==> src/rtl/pd_pkg.sv <==
package pd_pkg;
  localparam int DEST_W   = 4;
  localparam int NUM_SRC  = 2;
  localparam int NUM_KIND = 3;
  localparam int KIND_W   = 2;

  localparam logic [1:0] MODE_BYPASS = 2'd0;
  localparam logic [1:0] MODE_TAP    = 2'd1;
  localparam logic [1:0] MODE_FILTER = 2'd2;
  localparam logic [1:0] MODE_RSVD   = 2'd3;

  // Bit index of the host port and of the opposite external port per ingress
  function automatic int host_bit(input int src);
    return (src == 0) ? 1 : 3;
  endfunction

  function automatic int peer_bit(input int src);
    return (src == 0) ? 2 : 0;
  endfunction

  typedef struct packed {
    logic              src;
    logic [DEST_W-1:0] dest;
    logic              drop;
  } pd_verdict_t;
endpackage

==> src/rtl/pd_mode_reg.sv <==
module pd_mode_reg
  import pd_pkg::*;
(
  input  logic       clk,
  input  logic       rst,
  input  logic       cfg_we,
  input  logic [1:0] cfg_mode,
  output logic [1:0] mode
);
  always_ff @(posedge clk) begin
    if (rst) mode <= MODE_BYPASS;
    else if (cfg_we && cfg_mode != MODE_RSVD) mode <= cfg_mode;
  end

  // reserved code never reaches the mode register
  a_r7_mode_legal: assert property (@(posedge clk) disable iff (rst)
    mode != MODE_RSVD);

  // a legal write is visible one edge later
  a_r6_mode_follows: assert property (@(posedge clk) disable iff (rst)
    (cfg_we && cfg_mode != MODE_RSVD) |=> (mode == $past(cfg_mode)));
endmodule

==> src/rtl/pd_decide.sv <==
module pd_decide
  import pd_pkg::*;
(
  input  logic [1:0]        mode,
  input  logic              src,
  input  logic              hit,
  input  logic              act_drop,
  output logic [DEST_W-1:0] dest,
  output logic              drop
);
  logic [DEST_W-1:0] host_m;
  logic [DEST_W-1:0] peer_m;

  always_comb begin
    host_m = '0;
    peer_m = '0;
    if (src) begin
      host_m[host_bit(1)] = 1'b1;
      peer_m[peer_bit(1)] = 1'b1;
    end else begin
      host_m[host_bit(0)] = 1'b1;
      peer_m[peer_bit(0)] = 1'b1;
    end
  end

  always_comb begin
    unique case (mode)
      MODE_TAP:    dest = hit ? (host_m | peer_m) : peer_m;
      MODE_FILTER: dest = hit ? host_m : '0;
      default:     dest = hit ? host_m : peer_m;
    endcase
    if (hit && act_drop) dest = '0;
  end

  // Drop decided from the rule and mode directly, not from the bitmap
  assign drop = (hit && act_drop) || (!hit && mode == MODE_FILTER);
endmodule

==> src/rtl/pd_out_stage.sv <==
module pd_out_stage
  import pd_pkg::*;
(
  input  logic        clk,
  input  logic        rst,
  input  logic        in_valid,
  output logic        in_ready,
  input  pd_verdict_t in_verdict,
  output logic        out_valid,
  input  logic        out_ready,
  output pd_verdict_t out_verdict,
  output logic        accept
);
  assign in_ready = !out_valid || out_ready;
  assign accept   = in_valid && in_ready;

  always_ff @(posedge clk) begin
    if (rst) begin
      out_valid   <= 1'b0;
      out_verdict <= '0;
    end else begin
      if (accept) begin
        out_valid   <= 1'b1;
        out_verdict <= in_verdict;
      end else if (out_ready) begin
        out_valid <= 1'b0;
      end
    end
  end

  // stalled output holds its content
  a_r8_hold_on_stall: assert property (@(posedge clk) disable iff (rst)
    (out_valid && !out_ready) |=> (out_valid && $stable(out_verdict)));

  // an accepted descriptor always yields a valid output next cycle
  a_r8_accept_presents: assert property (@(posedge clk) disable iff (rst)
    accept |=> out_valid);
endmodule

==> src/rtl/pd_counters.sv <==
module pd_counters
  import pd_pkg::*;
#(
  parameter int CNT_W = 16
) (
  input  logic              clk,
  input  logic              rst,
  input  logic              accept,
  input  pd_verdict_t       verdict,
  input  logic [KIND_W:0]   rd_addr,
  output logic [CNT_W-1:0]  rd_data
);
  logic [CNT_W-1:0] cnt [NUM_SRC][NUM_KIND];

  for (genvar s = 0; s < NUM_SRC; s++) begin : g_src
    localparam int HB = host_bit(s);
    localparam int PB = peer_bit(s);
    for (genvar k = 0; k < NUM_KIND; k++) begin : g_kind
      logic bump;
      logic mine;
      assign mine = accept && (verdict.src == 1'(s));
      if (k == 0) begin : g_fwd
        assign bump = mine && verdict.dest[PB];
      end else if (k == 1) begin : g_host
        assign bump = mine && verdict.dest[HB];
      end else begin : g_drop
        assign bump = mine && verdict.drop;
      end

      always_ff @(posedge clk) begin
        if (rst) cnt[s][k] <= '0;
        else if (bump) cnt[s][k] <= cnt[s][k] + 1'b1;
      end

      // counters move only on an accepted descriptor
      a_r9_count_on_accept: assert property (@(posedge clk) disable iff (rst)
        !accept |=> $stable(cnt[s][k]));
    end
  end

  logic             rd_src;
  logic [KIND_W-1:0] rd_kind;
  assign rd_src  = rd_addr[KIND_W];
  assign rd_kind = rd_addr[KIND_W-1:0];

  always_ff @(posedge clk) begin
    if (rst) rd_data <= '0;
    else begin
      unique case (rd_kind)
        2'd0:    rd_data <= cnt[rd_src][0];
        2'd1:    rd_data <= cnt[rd_src][1];
        2'd2:    rd_data <= cnt[rd_src][2];
        default: rd_data <= '0;
      endcase
    end
  end
endmodule

==> src/rtl/port_director.sv <==
module port_director
  import pd_pkg::*;
#(
  parameter int CNT_W = 16
) (
  input  logic             clk,
  input  logic             rst,
  input  logic             cfg_we,
  input  logic [1:0]       cfg_mode,
  input  logic             in_valid,
  output logic             in_ready,
  input  logic             in_src,
  input  logic             in_hit,
  input  logic             in_act_drop,
  output logic             out_valid,
  input  logic             out_ready,
  output logic             out_src,
  output logic [3:0]       out_dest,
  output logic             out_drop,
  input  logic [2:0]       rd_addr,
  output logic [CNT_W-1:0] rd_data
);
  logic [1:0]  mode;
  pd_verdict_t nxt;
  pd_verdict_t cur;
  logic        accept;

  pd_mode_reg u_mode (
    .clk(clk), .rst(rst), .cfg_we(cfg_we), .cfg_mode(cfg_mode), .mode(mode)
  );

  assign nxt.src = in_src;

  pd_decide u_decide (
    .mode(mode), .src(in_src), .hit(in_hit), .act_drop(in_act_drop),
    .dest(nxt.dest), .drop(nxt.drop)
  );

  pd_out_stage u_out (
    .clk(clk), .rst(rst), .in_valid(in_valid), .in_ready(in_ready),
    .in_verdict(nxt), .out_valid(out_valid), .out_ready(out_ready),
    .out_verdict(cur), .accept(accept)
  );

  pd_counters #(.CNT_W(CNT_W)) u_cnt (
    .clk(clk), .rst(rst), .accept(accept), .verdict(nxt),
    .rd_addr(rd_addr), .rd_data(rd_data)
  );

  assign out_src  = cur.src;
  assign out_dest = cur.dest;
  assign out_drop = cur.drop;

  // drop flag agrees with an empty bitmap
  a_r5_drop_iff_empty: assert property (@(posedge clk) disable iff (rst)
    out_valid |-> (out_drop == (out_dest == 4'b0000)));

  // never back to own ingress, never to the other port's host
  a_r5_no_self_no_foreign_host: assert property (@(posedge clk) disable iff (rst)
    out_valid |-> (out_src ? (!out_dest[2] && !out_dest[1])
                           : (!out_dest[0] && !out_dest[3])));
endmodule

==> config.mk <==
export PLATFORM = sky130hd
export DESIGN_NAME = port_director
export DESIGN_NICKNAME = d
export VERILOG_FILES = /design/src/rtl/pd_pkg.sv /design/src/rtl/pd_mode_reg.sv /design/src/rtl/pd_decide.sv /design/src/rtl/pd_out_stage.sv /design/src/rtl/pd_counters.sv /design/src/rtl/port_director.sv
export SDC_FILE = /design/constraint.sdc
export NUM_CORES = 1
export LEC_CHECK = 0
export BUFFER_PORTS_ARGS = -buffer_cell sky130_fd_sc_hd__buf_2
export CAP_MARGIN = 0
export CORE_AREA = 5 5 111 113
export CTS_BUF_LIST = sky130_fd_sc_hd__clkbuf_16
export DETAILED_ROUTE_END_ITERATION = 8
export DIE_AREA = 0 0 116 118
export PLACE_DENSITY_LB_ADDON = 0.2
export SLEW_MARGIN = 20
export SYNTH_ARGS = -nofsm -noshare
export SYNTH_HDL_FRONTEND = slang
export SYNTH_SLANG_ARGS = --single-unit
==> constraint.sdc <==
create_clock -name clk -period 5 [get_ports clk]
set_clock_uncertainty 0.1 [all_clocks]
set_input_delay 0.5 -clock clk [delete_from_list [all_inputs] [get_ports clk]]
set_output_delay 0.5 -clock clk [all_outputs]
set_load 0.01 [all_outputs]
Yosys cells after proc, flatten, opt, wreduce, memory -nomap -nowiden
Memories as Yosys holds them, arrays and structs flattened.
Index checks and enable logic that the tools add are counted.
{ "word_totals": {"in_bits": 13, "ram_bits": 96, "memories": 1, "wordCells": 80, "ff_bits": 25} }
{ "mem_list": {"columns": ["name", "depth", "word_bits", "read_ports", "rd_ports_with_merged_regs", "wr", "line", "text"], "rows": [
  ["u_cnt.cnt", 2, 48, 3, 0, 2, "pd_counters.sv:13", "logic [CNT_W-1:0] cnt [NUM_SRC][NUM_KIND];"]
]} }
{ "classes": {"n_bitwise": 8, "n_addsub": 6, "n_mux": 36, "n_eq_ne": 5, "n_reduce_logical": 18} }
{ "op_table": {"columns": ["operator", "count"], "rows": [
  ["adder 16 x 1 -> 16 bit, second input constant", 6],
  ["two-way mux 16 bit", 6],
  ["case mux 16 bit (3 select lines)", 1],
  ["two-way mux 1 bit", 24],
  ["two-way mux 4 bit", 4],
  ["logical AND 1 bit", 12],
  ["case mux 4 bit (2 select lines)", 1],
  ["bitwise OR 1 bit", 6],
  ["equality test 2 x 1 -> 1 bit, second input constant", 2],
  ["equality test 2 bit, second input constant", 2],
  ["bitwise OR 4 x 3 -> 4 bit", 1],
  ["logical NOT 1 bit", 2],
  ["logical NOT 2 bit", 1],
  ["logical OR 1 bit", 2],
  ["!= test 2 bit, second input constant", 1],
  ["nonzero test 2 bit", 1],
  ["inverter 1 bit", 1]
]} }

Longest topological paths before layout
Gate-level depths: netlist of run 1.
{ "logic_depth": {"word_depth": 10, "depth_mapped": 7, "depth_no_buf": 6} }

By module
Synthesis of run 1 repeated with hierarchy kept, for this count alone.
{ "hier_totals": {"cells_unflattened": 655, "area_unflattened_um2": 6741.5} }
{ "modules_own_cells": {"columns": ["module", "area_per_inst_um2", "instances", "cells_per_inst"], "rows": [
  ["pd_counters", 6246.0, 1, 605],
  ["pd_out_stage", 310.3, 1, 31],
  ["pd_decide", 95.1, 1, 11],
  ["pd_mode_reg", 90.1, 1, 8]
]} }

Least setup slack after synthesis of run 1
Ideal clock, no wire load.
{ "synth_timing": {"kind": "input port to flip-flop", "start": "in out_ready", "end": "mem u_cnt.cnt[0][0] in the netlist's numbering (enable)", "stages": 5, "setup_slack_ns": 2.986, "arrival_ns": 1.601, "required_time_ns": 4.586, "setup_ns": 0.314, "cell_sequence": "nor2b_1 -> clkinv_1 -> nand2_1 -> nor2_1 -> a21o_1"} }
{ "synth_lines": {"columns": ["element", "line", "text"], "rows": [
  ["start: declaration", "port_director.sv:16", "input logic out_ready,"],
  ["end: declaration", "pd_counters.sv:13", null]
]} }

==> results of run 1 <==
[power by group]
| group | total (mW) | switching [mW] | internal, mW | leakage (nW) |
|---|---|---|---|---|
| Clock | 1.13 | 0.424 | 0.705 | 0.291 |
| Combinational | 0.185 | 0.113 | 0.0718 | 1.15 |
| Sequential | 1.21 | 0.0650 | 1.14 | 1.21 |
| Total | 2.52 | 0.602 | 1.92 | 2.65 |
[critical path, delay by kind of cell, from the launching register on]
family | cells | cell delay (ps)
AOI/OAI and AO/OA | 3 | 1080
adders and majority gates | 1 | 300
buffers and inverters | 1 | 60
DFF | 1 | 350
[area by class of cell]
cell class	instances	area (sq um)	area share, %
flip-flops and latches	121	3383	46.06
multi-input cells	483	2997	40.79
clock buffers	20	500.5	6.813
repair buffers	36	180.2	2.453
well taps	143	178.9	2.436
clock inverters	12	53.80	0.7324
inverters	14	52.55	0.7154
[registers in the layout (all words and copies together), names as in the netlist]
signal and count:
u_cnt.cnt 96, u_cnt.rd_data 16, u_out.out_verdict 6, u_mode.mode 2, u_out.out_valid 1
[synth_stat cells, drive strengths merged]
cell	number
clkinv	1
and3	26
clkbuf	26
o31ai	3
nor4	12
and4	7
o211ai	16
nand4	28
a21o	3
nor2b	5
edfxtp	96
nand3	29
mux2i	32
o21a	1
a21oi	24
nor3	20
mux2	1
nand2	52
nor2	105
ha	8
a41o	3
nor3b	1
nand2b	1
dfxtp	25
or4	3
xor2	27
o21ai	18
or2	1
or3	1
inv	13
nor4b	1
and2	2
buf	6
xnor2	53
[metrics by stage]
stage | power [mW] | utilization [%] | cells
2_1_floorplan | 1.338 | - | 650
3_3_place_gp | 1.402 | 60.51 | 797
3_5_place_dp | 1.410 | 60.51 | 797
4_1_cts | 2.536 | 65.45 | 829
5_1_grt | 2.609 | 65.45 | 829
6_report | 2.522 | 65.45 | 829
[worst min-delay path by stage]
stage,from,to,slack [ps],cells past startpoint
3_5_place_dp,u_out.out_verdict[1],u_out.out_verdict[1],330,2
6_report,cfg_mode[0],u_mode.mode[0],260,3
3_3_place_gp,u_out.out_verdict[3],u_out.out_verdict[3],330,2
4_1_cts,cfg_mode[0],u_mode.mode[0],250,3
2_1_floorplan,u_out.out_verdict[1],u_out.out_verdict[1],370,2
5_1_grt,cfg_mode[0],u_mode.mode[1],260,4
[routing by layer]
metal | share of wire, % | wire length [um] | vias up
li1 | - | - | 2386
met1 | 46 | 6873 | 2363
met2 | 46 | 6845 | 171
met3 | 6.0 | 896 | 29
met4 | 2.3 | 351 | 0
met5 | 0 | 0 | -
[cells by family after synthesis]
family          count (synthesis)  share of synthesized area (%)
xor+xnor                       80                          10.68
flops                         121                          51.58
mux                            33                          5.055
buf+inv                        46                          2.766
compound gates                 68                          6.296
fa+ha+maj                       8                          1.526
simple gates                  294                          22.09
==> impl_metrics.env, run 1 <==
export IMPL_status="finished, final reports clean"
export IMPL_fmax_ghz=0.4415
export IMPL_ctsHoldBuffers=0
export IMPL_route_detailed_wl_per_inst_um=18.05
export IMPL_post_drt_via_cell_ratio=5.970
export IMPL_finalSetupViolCount=0
export IMPL_grt_setup_unrepaired="false"
export IMPL_max_clock_path_buffers=2
export IMPL_synth_largest_area_cell="edfxtp_1"
export IMPL_relSlewSlack_pct=23.86
export IMPL_path_max_fanout=16
export IMPL_drt_pass1_iterations=5
export IMPL_crit_reg2reg_capture="u_cnt.cnt[1][37]"
export IMPL_slew_viol_final=0
export IMPL_synth_seq_area_share_pct=51.58
export IMPL_total_leakage_power_nw=2.651
export IMPL_synth_distinct_cells=40
export IMPL_cp_end_kind="flop"
export IMPL_grt_util_met2_pct=33.53
export IMPL_cts_post_setup_buffers_inserted=0
export IMPL_timing_critical_path_cells="inv_1 > ha_1 > o21ai_0 > o21a_1 > a41o_1"
export IMPL_vdd_drop_max_mv=0.2433
export IMPL_worst_skew_pair_late_latency_ps=420
export IMPL_grt_use_total_pct=22.45
export IMPL_fin_crit_sh_pct=45.30
export IMPL_die_w_um=116
export IMPL_n_fill_cell=919
export IMPL_syn_mean_instance_area_sq_um=10.09
export IMPL_grtUsageMet1_pct=31.03
export IMPL_diodes=0
export IMPL_die_area_sq_um=13690
export IMPL_clock_sinks=121
export IMPL_worst_setup_path_startpoint="u_mode.mode[0]"
export IMPL_worstSetupStartpointType="flop"
export IMPL_total_cts_buffers=17
export IMPL_post_synth_inst_count=650
export IMPL_antenna_violating_nets_post_route=0
export IMPL_hold_worst_slack_ps=262.3
export IMPL_cts_resized_gates=0
export IMPL_fin_area_sq_um=7346
export IMPL_timing_final_crit_period_ps=2265
export IMPL_first_pass_grt_wire_length_um=23940
export IMPL_cts_tree="built"
export IMPL_power_density_nw_per_um2=343.3
export IMPL_data_arrival_time_of_the_critical_path_ps=2220
export IMPL_leading_cell_types_by_total_area_after_synthesis="edfxtp_1 (44%), dfxtp_1 (7.6%), xnor2_1 (7.1%)"
export IMPL_clock_tree_root_cell="clkbuf_16"
export IMPL_globalRouteOverflowTotal=0
export IMPL_r2r_start="u_mode.mode[0]"
export IMPL_start_util_pct=58.44
export IMPL_num_io_pins=37
export IMPL_crit_slowest_cell="a41o_1"
export IMPL_yosys_warnings=0
export IMPL_h_tree_depth=4
export IMPL_pre_cts_ws_ps=2433
export IMPL_grt_antenna_before_repair=0
export IMPL_worst_setup_path_endpoint="u_cnt.cnt[1][37]"
export IMPL_crit_type="reg2reg"
export IMPL_min_path_type="in2reg"
export IMPL_cap_violations=0
export IMPL_fp_coreArea_sq_um=11220
export IMPL_commonest_non_fill_non_tap_cell_in_the_layout="nor2_1"
export IMPL_cpPeakStageDelay_ps=640
export IMPL_r2r_worst_path_cells=5
export IMPL_setup_total_negative_slack_ps=0
export IMPL_final_hold_violation_count=0
export IMPL_mappedNetlistNets=671
export IMPL_critical_path_required_ps=4950
export IMPL_met3_usage_pct=6.272
export IMPL_worst_pin_slew_ps=1137
export IMPL_finalWorstSetupSlack_ps=2735
export IMPL_buffer_ports_inserted=36
export IMPL_syn2layout_area_growth_pct=12.00
export IMPL_route_final_wire_length_um=14970
export IMPL_dp_hpwl_um=10560
export IMPL_die_height_um=118
export IMPL_final_cell_mix="nor2_1 (105), edfxtp_1 (96), xnor2_1 (53)"
export IMPL_first_global_vias=4693
export IMPL_synth_top_area_share_pct=43.95
export IMPL_dr_first_iter_drc_count=518
export IMPL_grt_max_degree=35
export IMPL_syn_area_sq_um=6559
export IMPL_placed_area_sq_um=6792
export IMPL_drc=0
export IMPL_final_layout_size_suffix_gt1_share_pct=10.20
export IMPL_yosys_register_bits=121
export IMPL_vias=4949
export IMPL_finalNetCount=694
export IMPL_site_row_count=39
export IMPL_timing_reg2reg_setup_slack_ps=2740
export IMPL_clk_pin_slew_ps=50
export IMPL_grt_most_used_layer="met2"
export IMPL_finalWeightedCongestion=0.8839
Power figures use the tool's default switching activity.
==> run 2, diff against run 1 <==
==> constraint.sdc (replaced) <==
create_clock -name clk -period 2.1 [get_ports clk]
set_clock_uncertainty 0.1 [all_clocks]
set_input_delay 0.21 -clock clk [delete_from_list [all_inputs] [get_ports clk]]
set_output_delay 0.21 -clock clk [all_outputs]
set_load 0.01 [all_outputs]
==> impl_metrics.env, run 2 (synthesis results as in run 1) <==
export IMPL_buffer_ports_inserted=36
export IMPL_setup_total_negative_slack_ps=0
export IMPL_largest_register="u_cnt.cnt"
export IMPL_drc=0
export IMPL_h_tree_depth=4
export IMPL_slew_viol_final=0
export IMPL_finalWorstSetupSlack_ps=151.1
export IMPL_cts_tree="built"
export IMPL_critical_path_buf_inv_count=2
export IMPL_pre_cts_ws_ps=155.5
export IMPL_syn2layout_area_growth_pct=14.25
export IMPL_first_pass_grt_wire_length_um=24190
export IMPL_largest_register_ffs=96
export IMPL_site_row_count=39
export IMPL_grt_antenna_before_repair=0
export IMPL_vdd_drop_max_mv=0.8349
export IMPL_total_leakage_power_nw=2.750
export IMPL_dr_first_iter_drc_count=492
export IMPL_clock_sinks=121
export IMPL_die_w_um=116
export IMPL_first_global_vias=4750
export IMPL_start_util_pct=58.44
export IMPL_vias=5088
export IMPL_finalWeightedCongestion=0.9060
export IMPL_fin_crit_sh_pct=92.81
export IMPL_finalNonFillerCells=850
export IMPL_route_detailed_wl_per_inst_um=17.47
export IMPL_fmax_ghz=0.5131
export IMPL_critical_path_required_ps=2130
export IMPL_grt_setup_unrepaired="false"
export IMPL_num_io_pins=37
export IMPL_cts_post_setup_buffers_inserted=0
export IMPL_die_height_um=118
export IMPL_finalNetCount=715
export IMPL_crit_slowest_cell="dfxtp_1"
export IMPL_total_cts_buffers=17
export IMPL_grt_use_total_pct=22.67
export IMPL_status="finished, final reports clean"
export IMPL_grt_max_degree=34
export IMPL_crit_type="reg2reg"
export IMPL_timing_critical_path_cells="inv_1 > ha_1 > o21ai_0 > o21a_1 > a41o_1 > buf_12"
export IMPL_fin_area_sq_um=7493
export IMPL_worst_path_dominant_cell_family="compound AO/OA/AOI/OAI gates"
export IMPL_placed_cells_incl_taps=816
export IMPL_die_area_sq_um=13690
export IMPL_final_cell_mix="nor2_1 (105), edfxtp_1 (96), xnor2_1 (53)"
export IMPL_post_route_util_pct=66.77
export IMPL_power_density_nw_per_um2=772.5
export IMPL_timing_final_crit_period_ps=1949
export IMPL_antenna_violating_nets_post_route=0
export IMPL_clk_pin_slew_ps=50
export IMPL_max_clock_path_buffers=2
export IMPL_drt_pass1_iterations=5
export IMPL_cap_violations=0
export IMPL_post_drt_via_cell_ratio=5.986
export IMPL_data_arrival_time_of_the_critical_path_ps=1980
export IMPL_diodes=0
export IMPL_cp_end_kind="flop"
export IMPL_worstSetupStartpointType="flop"
export IMPL_worst_skew_pair_late_latency_ps=420
export IMPL_worst_pin_slew_ps=581.8
export IMPL_finalSetupViolCount=0
export IMPL_final_layout_size_suffix_gt1_share_pct=12.45
export IMPL_dp_hpwl_um=10250
export IMPL_timing_reg2reg_setup_slack_ps=150
export IMPL_cpPeakStageDelay_ps=350
export IMPL_route_final_wire_length_um=14850
export IMPL_total_power_mw=5.789
export IMPL_path_max_fanout=16
export IMPL_hold_worst_slack_ps=4.873
export IMPL_relSlewSlack_pct=61.21
export IMPL_globalRouteOverflowTotal=0
export IMPL_placed_area_sq_um=6984
export IMPL_fp_coreArea_sq_um=11220
export IMPL_commonest_non_fill_non_tap_cell_in_the_layout="nor2_1"
export IMPL_final_hold_violation_count=0
export IMPL_largestRegisters="u_cnt.cnt (96), u_cnt.rd_data (16), u_out.out_verdict (6)"
export IMPL_clock_tree_root_cell="clkbuf_16"
export IMPL_min_path_type="in2reg"
## run 2: cell types whose count changed in the layout (fill, tap and decap cells not counted), sizes merged
cell         change
clkinv           -3
inv              +6
buf             +19
dlygate4sd3      +2
clkbuf           -3
## run 2: power breakdown
| part | total [mW] | switching, mW | internal, mW |
|---|---|---|---|
| logic | 0.490 | 0.284 | 0.206 |
| registers | 2.87 | 0.147 | 2.72 |
| clock network | 2.43 | 0.990 | 1.44 |
| total | 5.79 | 1.42 | 4.37 |
## run 2: final timing paths
check                               to            startpoint  depth (start not counted)
hold reg to reg   u_out.out_verdict[2]  u_out.out_verdict[2]                          2
setup reg to reg      u_cnt.cnt[1][41]        u_mode.mode[0]                          6
hold / removal          u_mode.mode[1]           cfg_mode[1]                          3
setup / recovery      u_cnt.cnt[1][41]        u_mode.mode[0]                          6
## run 2: routing by layer
layer	GRT usage [%]	share of wire, %	vias up
met4	10.59	3.0	0
met5	0	0	-
li1	-	-	2434
met2	31.91	44	201
met3	6.118	7.6	35
met1	32.32	46	2418
## run 2: final cells by class
class / count / area [sq um]
Clock buffer: 17 / 425.4
Clock inverter: 15 / 58.81
Fill cell: 876 / 3730
Inverter: 14 / 52.55
Multi-Input combinational cell: 483 / 3002
Sequential cell: 121 / 3383
Tap cell: 143 / 178.9
Timing Repair Buffer: 57 / 392.9
## run 2: worst register-to-register path: stages, from the launching register on
cell	delay, ps
dfxtp_1	350
inv_1	50
ha_1	300
o21ai_0	160
o21a_1	270
a41o_1	260
buf_12	160
## run 2: what timing repair did
| item | in CTS | in global routing |
|---|---|---|
| resized for setup | 0 | 2 |
| endpoints found under the hold margin | 2 | 0 |
| endpoints found under the setup margin | 0 | 8 |
| hold buffers | 2 | 0 |
